[config.mk]
export PLATFORM = sky130hd
export DESIGN_NAME = dbm_unit
export DESIGN_NICKNAME = d
export VERILOG_FILES = /design/src/rtl/dbm_pkg.sv /design/src/rtl/dbm_regfile.sv /design/src/rtl/dbm_pair_cmp.sv /design/src/rtl/dbm_resolve.sv /design/src/rtl/dbm_unit.sv
export SDC_FILE = /design/constraint.sdc
export NUM_CORES = 1
export LEC_CHECK = 0
export BUFFER_PORTS_ARGS = -buffer_cell sky130_fd_sc_hd__buf_2
export CAP_MARGIN = 20
export CORE_ASPECT_RATIO = 2
export CORE_MARGIN = 4
export CORE_UTILIZATION = 25
export CTS_CLUSTER_SIZE = 30
export DETAILED_ROUTE_END_ITERATION = 7
export PLACE_DENSITY = 0.51
export SYNTH_ARGS = -nofsm -noshare
export SYNTH_HDL_FRONTEND = slang
export SYNTH_SLANG_ARGS = --single-unit
[constraint.sdc]
create_clock -name clk_i -period 3.4 [get_ports clk_i]
set_clock_uncertainty 0.2 [all_clocks]
set_input_delay 0.68 -clock clk_i [delete_from_list [all_inputs] [get_ports clk_i]]
set_output_delay 0.68 -clock clk_i [all_outputs]
set_load 0.005 [all_outputs]
[src/rtl/dbm_pkg.sv]
package dbm_pkg;
  localparam int REG_W  = 64;
  localparam int MASK_W = 56;
  localparam int PLM_W  = 4;
  localparam int TVEC_W = 4;
  localparam int PL_W   = $clog2(PLM_W);

  typedef struct packed {
    logic              rd_en;
    logic              wr_en;
    logic [PLM_W-1:0]  plm;
    logic [MASK_W-1:0] mask;
  } bp_ctl_t;

  function automatic logic [REG_W-1:0] pack_ctl(bp_ctl_t c);
    return {c.rd_en, c.wr_en, 2'b00, c.plm, c.mask};
  endfunction

  function automatic bp_ctl_t unpack_ctl(logic [REG_W-1:0] w);
    bp_ctl_t c;
    c.rd_en = w[63];
    c.wr_en = w[62];
    c.plm   = w[59:56];
    c.mask  = w[55:0];
    return c;
  endfunction
endpackage

[src/rtl/dbm_regfile.sv]
module dbm_regfile
  import dbm_pkg::*;
#(
  parameter int NUM_PAIRS = 6,
  localparam int IDX_W    = $clog2(2 * NUM_PAIRS)
) (
  input  logic              clk_i,
  input  logic              rst_ni,
  input  logic              we_i,
  input  logic [IDX_W-1:0]  addr_i,
  input  logic [REG_W-1:0]  wdata_i,
  output logic [REG_W-1:0]  rdata_o,
  output logic [REG_W-1:0]  bp_addr_o [NUM_PAIRS],
  output bp_ctl_t           bp_ctl_o  [NUM_PAIRS]
);

  for (genvar p = 0; p < NUM_PAIRS; p++) begin : g_pair
    localparam logic [IDX_W-1:0] EVEN_IDX = IDX_W'(2 * p);
    localparam logic [IDX_W-1:0] ODD_IDX  = IDX_W'(2 * p + 1);

    logic [REG_W-1:0] addr_q;
    bp_ctl_t          ctl_q;

    always_ff @(posedge clk_i or negedge rst_ni) begin
      if (!rst_ni) begin
        addr_q <= '0;
        ctl_q  <= '0;
      end else if (we_i) begin
        if (addr_i == EVEN_IDX) addr_q <= wdata_i;
        if (addr_i == ODD_IDX)  ctl_q  <= unpack_ctl(wdata_i);
      end
    end

    assign bp_addr_o[p] = addr_q;
    assign bp_ctl_o[p]  = ctl_q;
  end

  always_comb begin
    rdata_o = '0;
    for (int p = 0; p < NUM_PAIRS; p++) begin
      if (addr_i == IDX_W'(2 * p))     rdata_o = bp_addr_o[p];
      if (addr_i == IDX_W'(2 * p + 1)) rdata_o = pack_ctl(bp_ctl_o[p]);
    end
  end

endmodule

[src/rtl/dbm_pair_cmp.sv]
module dbm_pair_cmp
  import dbm_pkg::*;
#(
  parameter int IMPL_AW = 48
) (
  input  logic              en_i,
  input  logic [REG_W-1:0]  bp_addr_i,
  input  bp_ctl_t           bp_ctl_i,
  input  logic [MASK_W-1:0] acc_addr_i,
  input  logic              acc_write_i,
  input  logic [PL_W-1:0]   acc_pl_i,
  output logic              hit_o
);

  logic addr_ok, impl_ok, type_ok, pl_ok;

  assign addr_ok = ((acc_addr_i ^ bp_addr_i[MASK_W-1:0]) & bp_ctl_i.mask) == '0;
  // addresses outside the implemented range are a guaranteed miss
  assign impl_ok = bp_addr_i[REG_W-1:IMPL_AW] == '0;
  assign type_ok = acc_write_i ? bp_ctl_i.wr_en : bp_ctl_i.rd_en;
  assign pl_ok   = bp_ctl_i.plm[acc_pl_i];

  assign hit_o = en_i & addr_ok & impl_ok & type_ok & pl_ok;

endmodule

[src/rtl/dbm_resolve.sv]
module dbm_resolve
  import dbm_pkg::*;
#(
  parameter int NUM_PAIRS = 6
) (
  input  logic                 clk_i,
  input  logic                 rst_ni,
  input  logic [NUM_PAIRS-1:0] hit_i,
  input  logic                 defer_en_i,
  input  logic                 oneshot_set_i,
  input  logic                 acc_valid_i,
  input  logic                 acc_write_i,
  input  logic                 acc_qp_i,
  input  logic                 acc_spec_i,
  input  logic                 acc_legacy_i,
  input  logic                 acc_end_i,
  output logic                 fault_o,
  output logic                 defer_o,
  output logic                 trap_o,
  output logic [TVEC_W-1:0]    trap_vec_o
);

  logic any_hit, native_hit, defer_d, fault_d, trap_d, ss_q;
  logic [TVEC_W-1:0] tvec_d;

  assign any_hit    = |hit_i;
  assign native_hit = acc_valid_i & ~acc_legacy_i & acc_qp_i & any_hit & ~ss_q;
  assign defer_d    = native_hit & acc_spec_i & ~acc_write_i & defer_en_i;
  assign fault_d    = native_hit & ~defer_d;
  assign trap_d     = acc_valid_i & acc_legacy_i & any_hit;
  assign tvec_d     = trap_d ? hit_i[TVEC_W-1:0] : '0;

  // set takes priority; the access in flight still sees the old flag
  always_ff @(posedge clk_i or negedge rst_ni) begin
    if (!rst_ni)                      ss_q <= 1'b0;
    else if (oneshot_set_i)           ss_q <= 1'b1;
    else if (acc_valid_i & acc_end_i) ss_q <= 1'b0;
  end

  always_ff @(posedge clk_i or negedge rst_ni) begin
    if (!rst_ni) begin
      fault_o    <= 1'b0;
      defer_o    <= 1'b0;
      trap_o     <= 1'b0;
      trap_vec_o <= '0;
    end else begin
      fault_o    <= fault_d;
      defer_o    <= defer_d;
      trap_o     <= trap_d;
      trap_vec_o <= tvec_d;
    end
  end

endmodule

[src/rtl/dbm_unit.sv]
module dbm_unit
  import dbm_pkg::*;
#(
  parameter int NUM_PAIRS = 6,
  parameter int IMPL_AW   = 48,
  localparam int IDX_W    = $clog2(2 * NUM_PAIRS)
) (
  input  logic                 clk_i,
  input  logic                 rst_ni,
  input  logic                 reg_we_i,
  input  logic [IDX_W-1:0]     reg_addr_i,
  input  logic [63:0]          reg_wdata_i,
  output logic [63:0]          reg_rdata_o,
  input  logic                 dbg_en_i,
  input  logic                 defer_en_i,
  input  logic                 oneshot_set_i,
  input  logic                 acc_valid_i,
  input  logic [55:0]          acc_addr_i,
  input  logic                 acc_write_i,
  input  logic [1:0]           acc_pl_i,
  input  logic                 acc_qp_i,
  input  logic                 acc_spec_i,
  input  logic                 acc_legacy_i,
  input  logic                 acc_end_i,
  output logic [NUM_PAIRS-1:0] hit_vec_o,
  output logic                 fault_o,
  output logic                 defer_o,
  output logic                 trap_o,
  output logic [3:0]           trap_vec_o
);

  logic [REG_W-1:0] bp_addr [NUM_PAIRS];
  bp_ctl_t          bp_ctl  [NUM_PAIRS];
  logic             cmp_en;

  assign cmp_en = dbg_en_i & acc_valid_i;

  dbm_regfile #(.NUM_PAIRS(NUM_PAIRS)) u_regs (
    .clk_i    (clk_i),
    .rst_ni   (rst_ni),
    .we_i     (reg_we_i),
    .addr_i   (reg_addr_i),
    .wdata_i  (reg_wdata_i),
    .rdata_o  (reg_rdata_o),
    .bp_addr_o(bp_addr),
    .bp_ctl_o (bp_ctl)
  );

  for (genvar p = 0; p < NUM_PAIRS; p++) begin : g_cmp
    dbm_pair_cmp #(.IMPL_AW(IMPL_AW)) u_cmp (
      .en_i       (cmp_en),
      .bp_addr_i  (bp_addr[p]),
      .bp_ctl_i   (bp_ctl[p]),
      .acc_addr_i (acc_addr_i),
      .acc_write_i(acc_write_i),
      .acc_pl_i   (acc_pl_i),
      .hit_o      (hit_vec_o[p])
    );
  end

  dbm_resolve #(.NUM_PAIRS(NUM_PAIRS)) u_res (
    .clk_i        (clk_i),
    .rst_ni       (rst_ni),
    .hit_i        (hit_vec_o),
    .defer_en_i   (defer_en_i),
    .oneshot_set_i(oneshot_set_i),
    .acc_valid_i  (acc_valid_i),
    .acc_write_i  (acc_write_i),
    .acc_qp_i     (acc_qp_i),
    .acc_spec_i   (acc_spec_i),
    .acc_legacy_i (acc_legacy_i),
    .acc_end_i    (acc_end_i),
    .fault_o      (fault_o),
    .defer_o      (defer_o),
    .trap_o       (trap_o),
    .trap_vec_o   (trap_vec_o)
  );

endmodule

Yosys cells after proc, flatten, opt, wreduce, memory -nomap -nowiden
Cells that the tools add are included.
W data, S select, Z words.
{"block": "totals", "output_inout_bits": 77, "rom_bits": 0, "mem_count": 0, "in_bits": 138, "regBits": 764, "word_cells": 159, "ramBits": 0, "latch_bits": 0}
{"block": "op_classes", "n_div": 0, "muxes": 33, "n_bitwise": 52, "reduce_logical": 27, "n_addsub": 0, "shift": 0, "mul": 0, "n_lt_le_gt_ge": 1, "eq_ne": 11}
{"operator": "$mux W64", "n": 12}
{"operator": "$and A56 B56 Y56", "n": 6}
{"operator": "$logic_not A56 Y1", "n": 6}
{"operator": "$xor A56 B56 Y56", "n": 6}
{"operator": "$logic_not A16 Y1", "n": 6}
{"operator": "$and A1 B1 Y1", "n": 36}
{"operator": "$reduce_and A2 Y1", "n": 12}
{"operator": "$eq A4 B3 Y1 const B", "n": 4}
{"operator": "$eq A4 B4 Y1 const B", "n": 4}
{"operator": "$mux W1", "n": 14}
{"operator": "$bmux W1 S2", "n": 6}
{"operator": "$eq A4 B2 Y1 const B", "n": 2}
{"operator": "$reduce_or A6 Y1", "n": 1}
{"operator": "$eq A4 B1 Y1 const B", "n": 1}
{"operator": "$logic_not A4 Y1", "n": 1}
{"operator": "$mux W4", "n": 1}
{"operator": "$not A1 Y1", "n": 4}
{"operator": "$lt A2 B3 Y1 const B", "n": 1}
{"operator": "$reduce_bool A2 Y1", "n": 1}

Depth between registers and ports, before layout
Gate-level depths: netlist of the first run.
{"block": "depth", "word_depth": 15, "ltp_mapped": 10, "ltp_nobuf": 7}

Modules after synthesis
From an unflattened synthesis of the first run, not the netlist that was laid out.
{"block": "unflattened", "cells_unflattened": 3093, "area_unflattened_um2": 39560.4}
{"mod": "dbm_regfile", "cells_each": 2494, "seq_area_each_um2": 18918.1, "area_each_um2": 34109.0, "n_inst": 1}
{"mod": "dbm_pair_cmp", "cells_each": 96, "seq_area_each_um2": 0.0, "area_each_um2": 857.1, "n_inst": 6}
{"mod": "dbm_resolve", "cells_each": 22, "seq_area_each_um2": 200.2, "area_each_um2": 302.8, "n_inst": 1}
{"mod": "dbm_unit", "cells_each": 1, "seq_area_each_um2": 0.0, "area_each_um2": 6.3, "n_inst": 1}

Least setup slack after synthesis of the first run
Ideal clock, no wire load.
{"block": "synth_path", "path_type": "input to output", "startpoint": "input port reg_addr_i[0]", "endpoint": "output port reg_rdata_o[5]", "path_stages": 9, "slack_ns": 0.151, "n_path_buf": 5, "arrival_time_ns": 2.369, "path_cell_list": "clkbuf_1 > buf_2 > buf_2 > buf_2 > buf_2 > mux2i_1 > o21ai_0 > a21oi_1 > a31oi_1"}
{"block": "synth_between", "elab_chain_len": 13}
{"item": "start, declared", "line": "dbm_unit.sv:11", "rtl": "input logic [IDX_W-1:0] reg_addr_i,"}
{"item": "$logic_not A4 Y1", "line": "dbm_regfile.sv:41", "rtl": "if (addr_i == IDX_W'(2 * p)) rdata_o = bp_addr_o[p];"}
{"item": "$mux W64", "line": "dbm_regfile.sv:41"}
{"item": "$mux W64", "line": "dbm_regfile.sv:42", "rtl": "if (addr_i == IDX_W'(2 * p + 1)) rdata_o = pack_ctl(bp_ctl_o[p]);"}
{"item": "$mux W64", "line": "dbm_regfile.sv:41"}
{"item": "$mux W64", "line": "dbm_regfile.sv:42"}
{"item": "$mux W64", "line": "dbm_regfile.sv:41"}
{"item": "$mux W64", "line": "dbm_regfile.sv:42"}
{"item": "$mux W64", "line": "dbm_regfile.sv:41"}
{"item": "$mux W64", "line": "dbm_regfile.sv:42"}
{"item": "$mux W64", "line": "dbm_regfile.sv:41"}
{"item": "$mux W64", "line": "dbm_regfile.sv:42"}
{"item": "$mux W64", "line": "dbm_regfile.sv:41"}
{"item": "$mux W64 (*)", "line": "dbm_regfile.sv:42"}
{"item": "end, declared", "line": "dbm_unit.sv:13", "rtl": "output logic [63:0] reg_rdata_o,"}
Every way passes the cells marked *; elsewhere a longest branch is shown, timed or not.

Final worst setup path of the first run
{"block": "layout_path", "startpoint": "register u_regs.g_pair[3].addr_q[21]", "endpoint": "output port hit_vec_o[3]"}
{"block": "layout_between", "elab_chain_len": 7}
{"item": "start, declared", "line": "dbm_regfile.sv:21", "rtl": "logic [REG_W-1:0] addr_q;"}
{"item": "start signal, assigned", "line": "dbm_regfile.sv:29", "rtl": "if (addr_i == EVEN_IDX) addr_q <= wdata_i;"}
{"item": "$xor A56 B56 Y56", "line": "dbm_pair_cmp.sv:17", "rtl": "assign addr_ok = ((acc_addr_i ^ bp_addr_i[MASK_W-1:0]) & bp_ctl_i.mask) == '0;"}
{"item": "$and A56 B56 Y56", "line": "dbm_pair_cmp.sv:17"}
{"item": "$logic_not A56 Y1", "line": "dbm_pair_cmp.sv:17"}
{"item": "$and A1 B1 Y1 (4 in a row)", "line": "dbm_pair_cmp.sv:23", "rtl": "assign hit_o = en_i & addr_ok & impl_ok & type_ok & pl_ok;"}
{"item": "end, declared", "line": "dbm_unit.sv:25", "rtl": "output logic [NUM_PAIRS-1:0] hit_vec_o,"}
Every way passes these cells.

==> results of run 1 <==
per-layer routing:
metal	wire (µm)	GRT usage
met5	237	0
met4	32000	0.286
met3	14200	0.0511
met2	112000	0.467
met1	75500	0.275
final cells by class:
| type | count | area [µm²] | area share |
|---|---|---|---|
| Inverter | 17 | 63.8 | 0.00121 |
| Clock buffer | 106 | 2220 | 0.0421 |
| Tap cell | 2080 | 2600 | 0.0494 |
| Antenna cell | 22 | 55.1 | 0.00104 |
| Clock inverter | 29 | 410 | 0.00778 |
| Timing Repair Buffer | 825 | 7600 | 0.144 |
| Multi-Input combinational cell | 2142 | 20600 | 0.391 |
| Sequential cell | 764 | 19100 | 0.363 |
state kept, by name (all words and copies together) (netlist names):
signal,cells
u_regs.bp_ctl_o,372
u_regs.g_pair.addr_q,384
u_res.defer_o,1
u_res.fault_o,1
u_res.ss_q,1
u_res.trap_o,1
u_res.trap_vec_o,4
kinds of logic (layout without fill, tap and decap cells):
kind of cell / Yosys count / in the layout / synth area share
compound gates: 594 / 594 / 0.103
xor+xnor: 330 / 330 / 0.0728
buf+inv: 311 / 977 / 0.0310
flops: 764 / 764 / 0.481
mux: 907 / 907 / 0.274
other cells: 0 / 22 / 0
simple gates: 311 / 311 / 0.0380
worst paths after layout:
check / start / end / slack (ns) / cells after the start
max: u_regs.g_pair[3].addr_q[21] / hit_vec_o[3] / -0.65 / 8
min: acc_end_i / u_res.ss_q / 0.08 / 3
max reg2reg: u_regs.g_pair[3].addr_q[50] / u_res.trap_o / 0.35 / 9
min reg2reg: u_res.ss_q / u_res.ss_q / 0.29 / 1
max in group asynchronous: rst_ni / u_regs.g_pair[0].addr_q[48] / 1.62 / 4
min in group asynchronous: rst_ni / u_regs.bp_ctl_o[262] / 0.31 / 2
where the power goes:
group / internal [mW] / switching, mW
combinational: 4.74 / 5.39
sequential: 11.2 / 3.00
clock: 5.27 / 4.14
critical path: stages (launching register included):
cell and delay [ns]:
dfrtp_1 0.43, xor2_1 0.21, a22o_2 0.29, a221oi_4 0.42, nand4_1 0.28, buf_4 0.22
nor4_4 0.38, buf_12 0.16, buf_2 0.11
what timing repair did:
| item | 4_1_cts | 5_1_grt |
|---|---|---|
| cloned | 4 | 1 |
| hold buffers | 2 | 0 |
| pin swaps | 70 | 71 |
| buffers inserted | 53 | 23 |
| gates resized for setup | 245 | 148 |
| setup endpoints to repair | 71 | 56 |
| hold endpoints to repair | 36 | 0 |
synthesized netlist by cell type (23+ instances only):
cell,number
mux2_2,776
dfrtp_1,764
xor2_1,326
clkbuf_1,247
o21ai_0,161
nand2_1,158
a22oi_1,118
a21oi_1,83
a221oi_1,73
mux4_2,64
a22o_1,63
nor2_1,54
mux2i_1,53
a31oi_1,28
nand4_1,26
buf_2,23
stage by stage:
stage               setup TNS (ns)  worst slack (ns)  area (µm²)  power [mW]  cells
floorplan                        0             0.151       39700        17.1   3217
global placement            -23.80             -1.08       47700        23.3   5760
detailed placement          -22.79             -1.05       47700        23.4   5761
CTS                          -3.72            -0.646       51900        33.2   5943
global route                 -4.24            -0.765       52700        34.4   5967
finish                       -3.86            -0.650       52700        33.7   5985
==> out/metrics.cfg, run 1 <==
[synth]
synthDistinctLibCells=60
yosys_most_used_dff=dfrtp_1
syn_avg_cell_area_um2=12.3
postSynthNetCount=3355
synth_warnings=0
syn_area_um2=39700
yosysTopAreaCellShare=0.481
synthesis.instances=3217
synthTopCellsByArea=dfrtp_1 48%, mux2_2 22%, xor2_1 7.2%
async_flop_share=1.00
yosys.area.top_type=dfrtp_1
yosysSeqAreaShare=0.481
synth_edf_count=0
yosys_register_bits=764

[sta]
drv_slew=0
max_slew.worst_pin.slew_ns=1.17
hold_slack_ns=0.0774
finalSetupViolations=19
min_period_ns=4.05
fin_crit_sh=1.19
rsz0062_at_grt=true
finalHoldViolations=0
slew_headroom=0.218
fin_ws_ns=-0.650
fmax_ghz=0.247

[layout]
fillCellCount=15862
final_util=0.334
fin_nets=3965
mostFrequentLayoutCell=mux2_2
most-common-layout-cells=769 x mux2_2, 750 x dfrtp_1, 447 x buf_4, 319 x xor2_1, 190 x buf_2
drive_gt1_frac=0.521
area.growth.synth_to_final_pct=32.8

[worst_setup_path]
arrival_ns=3.17
worstSetupStartpointType=flip-flop
crit_required_ns=2.52
crit_path_end_kind=output port
worst-setup-path-type=flip-flop to output port
cp_max_fo=3

[detailed_routing]
antenna_left=0
drt-total-wl_um=235000
via_count=32774
post_drt_via_cell_ratio=5.48
drtPass1Iterations=7
wl_per_cell_um=39.2
drc=0
drtIter0Drc=2993

[cts]
numClockSinks=764
cts-buffers-inserted=77
path_clk_slew_ns=0.08
clk_path_buf_depth=3
htreeDepth=3
clk_latency_ns=0.71
clock_tree.root_cell=clkbuf_16
cts_tree=yes

[global_route]
grt_start_max_net_pins=75
grt_usage=0.275
grt_pass1_vias=33847
grt_pass1_wl_um=310000
antenna_found_initial=47
grt.overflow.total=0

[job]
drv_cap=0

[die]
chipHeight_um=572
io_pins=215
start_util=0.252
coreArea_um2=158000
rows=206
die_x_um=290
die-area_um2=166000

[power]
ir_drop_v=0.000351
cellLeakagePower_nw=23.4
power_per_cell_area_nw_per_um2=640

[placement]
dp_hpwl_um=180000
place.gp.congestion=1.07
portBuffers=214

[run_status]
status=finished, violations left
violations=negative setup slack

[hold_path]
worstHoldPathType=primary input to flip-flop

(Power assumes the default switching activity.)
==> inputs of run 2 (changes only) <==
Settings changed: SETUP_SLACK_MARGIN set to 0.05.
==> run 2 against run 1 <==
The run still ends with negative setup slack left. Maximum frequency is 3.0% lower. Combinational power hardly changed. Critical path type unchanged. Highest routed layer unchanged. Via count is 0.98% higher. First-iteration DRC count is 2.1% higher. Setup slack worse by 0.13 ns. Count of clock-buffer cells in the layout stayed put. Power is 0.69% higher. Routed wire length is 0.65% higher. Clock power hardly changed. Largest cell class unchanged. Final cell count is 0.82% higher.
==> out/metrics.cfg, run 2 (same netlist as run 1, synthesis figures left out) <==
[run_status]
status=finished, violations left
violations=negative setup slack

[die]
die-area_um2=166000
rows=206
coreArea_um2=158000
chipHeight_um=572
io_pins=215
die_x_um=290
start_util=0.252

[global_route]
gr-usage-met3=0.0591
met1_usage=0.273
use_met2=0.468
grt.overflow.total=0
antenna_found_initial=48
grt_pass1_wl_um=311000
top_usage_layer=met2
grt_pass1_vias=33983
grt_start_max_net_pins=75
grt_usage=0.277

[worst_setup_path]
arrival_ns=3.30
worstSetupStartpointType=flip-flop
r2r_slack_ns=0.32
worst-setup-path-type=flip-flop to output port
r2r-start=u_regs.g_pair[3].addr_q[13]
r2r_end=u_res.fault_o
critPathLaunch=u_regs.g_pair[3].addr_q[49]
crit_path_end_kind=output port
rr_worst_depth=8
cp_max_fo=3
crit_required_ns=2.52

[cts]
clk_path_buf_depth=3
numClockSinks=764
clk_latency_ns=0.71
cts_tree=yes
cts-buffers-inserted=77
htreeDepth=3
path_clk_slew_ns=0.07
clock_tree.root_cell=clkbuf_16

[layout]
most-common-layout-cells=767 x mux2_2, 750 x dfrtp_1, 440 x buf_4, 317 x xor2_1, 175 x buf_2
mostFrequentLayoutCell=mux2_2
fin_nets=4007
area.growth.synth_to_final_pct=36.1
largest_register_ffs=384
regMostFlops=u_regs.g_pair.addr_q
drive_gt1_frac=0.547
fillCellCount=15750

[placement]
place.gp.congestion=1.07
dp_hpwl_um=180000
portBuffers=214

[detailed_routing]
antenna_left=0
via_count=33096
drt-total-wl_um=236000
drtPass1Iterations=6
post_drt_via_cell_ratio=5.48
drc=0
drtIter0Drc=3055
wl_per_cell_um=39.1

[power]
seq_power_share=0.419
p_int_mw=21.3
combPwrFrac=0.304
power_mw=34.0
switchingPower_mw=12.6
p_sw_frac=0.372
power_frac_clock=0.277
cellLeakagePower_nw=23.8
ir_drop_v=0.000361
power_per_cell_area_nw_per_um2=628

[sta]
fmax_ghz=0.239
slew_headroom=0.195
finalSetupViolations=23
fin_setup_tns_ns=-4.39
fin_ws_ns=-0.777
min_period_ns=4.18
drv_slew=0
hold_slack_ns=0.0767
finalHoldViolations=0
max_slew.worst_pin.slew_ns=1.20
fin_crit_sh=1.23
rsz0062_at_grt=true

[hold_path]
min_from=acc_end_i
worstHoldPathType=primary input to flip-flop
whs_path_depth=3
worstHoldEndpoint=u_res.ss_q

[job]
drv_cap=0

[run 2: layout make-up]
| class | instances | area, µm² | share of cell area |
|---|---|---|---|
| multi-input combinational | 2142 | 21200 | 0.391 |
| sequential | 764 | 19100 | 0.354 |
| timing repair buffer | 867 | 8380 | 0.155 |
| tap | 2080 | 2600 | 0.0482 |
| clock buffer | 106 | 2220 | 0.0411 |
| clock inverter | 29 | 410 | 0.00759 |
| antenna | 29 | 72.6 | 0.00134 |
| inverter | 17 | 63.8 | 0.00118 |
[run 2: worst max path at each step]
stage | to | slack (ns) | cells after the start
after floorplan | reg_rdata_o[5] | 0.15 | 9
after global placement | hit_vec_o[3] | -1.08 | 10
after detailed placement | hit_vec_o[3] | -1.05 | 10
after CTS | hit_vec_o[3] | -0.67 | 8
after global routing | hit_vec_o[3] | -0.81 | 8
final | hit_vec_o[3] | -0.78 | 8
[run 2: what timing repair did]
item | 4_1_cts | 5_1_grt
setup endpoints to repair | 73 | 69
resized for setup | 336 | 270
buffers inserted | 67 | 52
pin swaps | 97 | 123
hold buffers | 2 | 0
endpoints found under the hold margin | 36 | 0
gates cloned | 5 | 3
[run 2: layer usage]
metal,share of wire,wire length [µm],up-vias
met4,0.14,32400,30
met3,0.064,15000,822
met5,0.00094,222,-
met1,0.32,74900,17210
li1,-,-,13181
met2,0.48,113000,1853
[run 2: critical path, cell delays in order (launching register included)]
cell     delay [ns]
dfrtp_1        0.38
or4_4          0.62
nor2_4         0.11
nand4_1        0.15
buf_4          0.19
or4_4          0.52
nor4_4         0.40
buf_12         0.16
buf_6          0.09
[run 2: metrics by stage]
step | area, µm² | util | instances | worst slack (ns)
floorplan | 39700 | - | 3217 | 0.151
global placement | 47700 | 0.302 | 5760 | -1.08
CTS | 52400 | 0.332 | 5959 | -0.668
finish | 54000 | 0.343 | 6034 | -0.777
detailed placement | 47700 | 0.302 | 5761 | -1.05
global route | 54000 | 0.342 | 6010 | -0.807
[run 2: power by group through the flow]
stage | Sequential (mW) | Clock, mW | Combinational, mW
2_1_floorplan | 12.6 | 0 | 4.47
6_report | 14.2 | 9.39 | 10.3
5_1_grt | 14.3 | 9.78 | 10.6
3_5_place_dp | 14.2 | 0 | 9.22
3_3_place_gp | 14.1 | 0 | 9.16
4_1_cts | 14.1 | 9.50 | 9.70
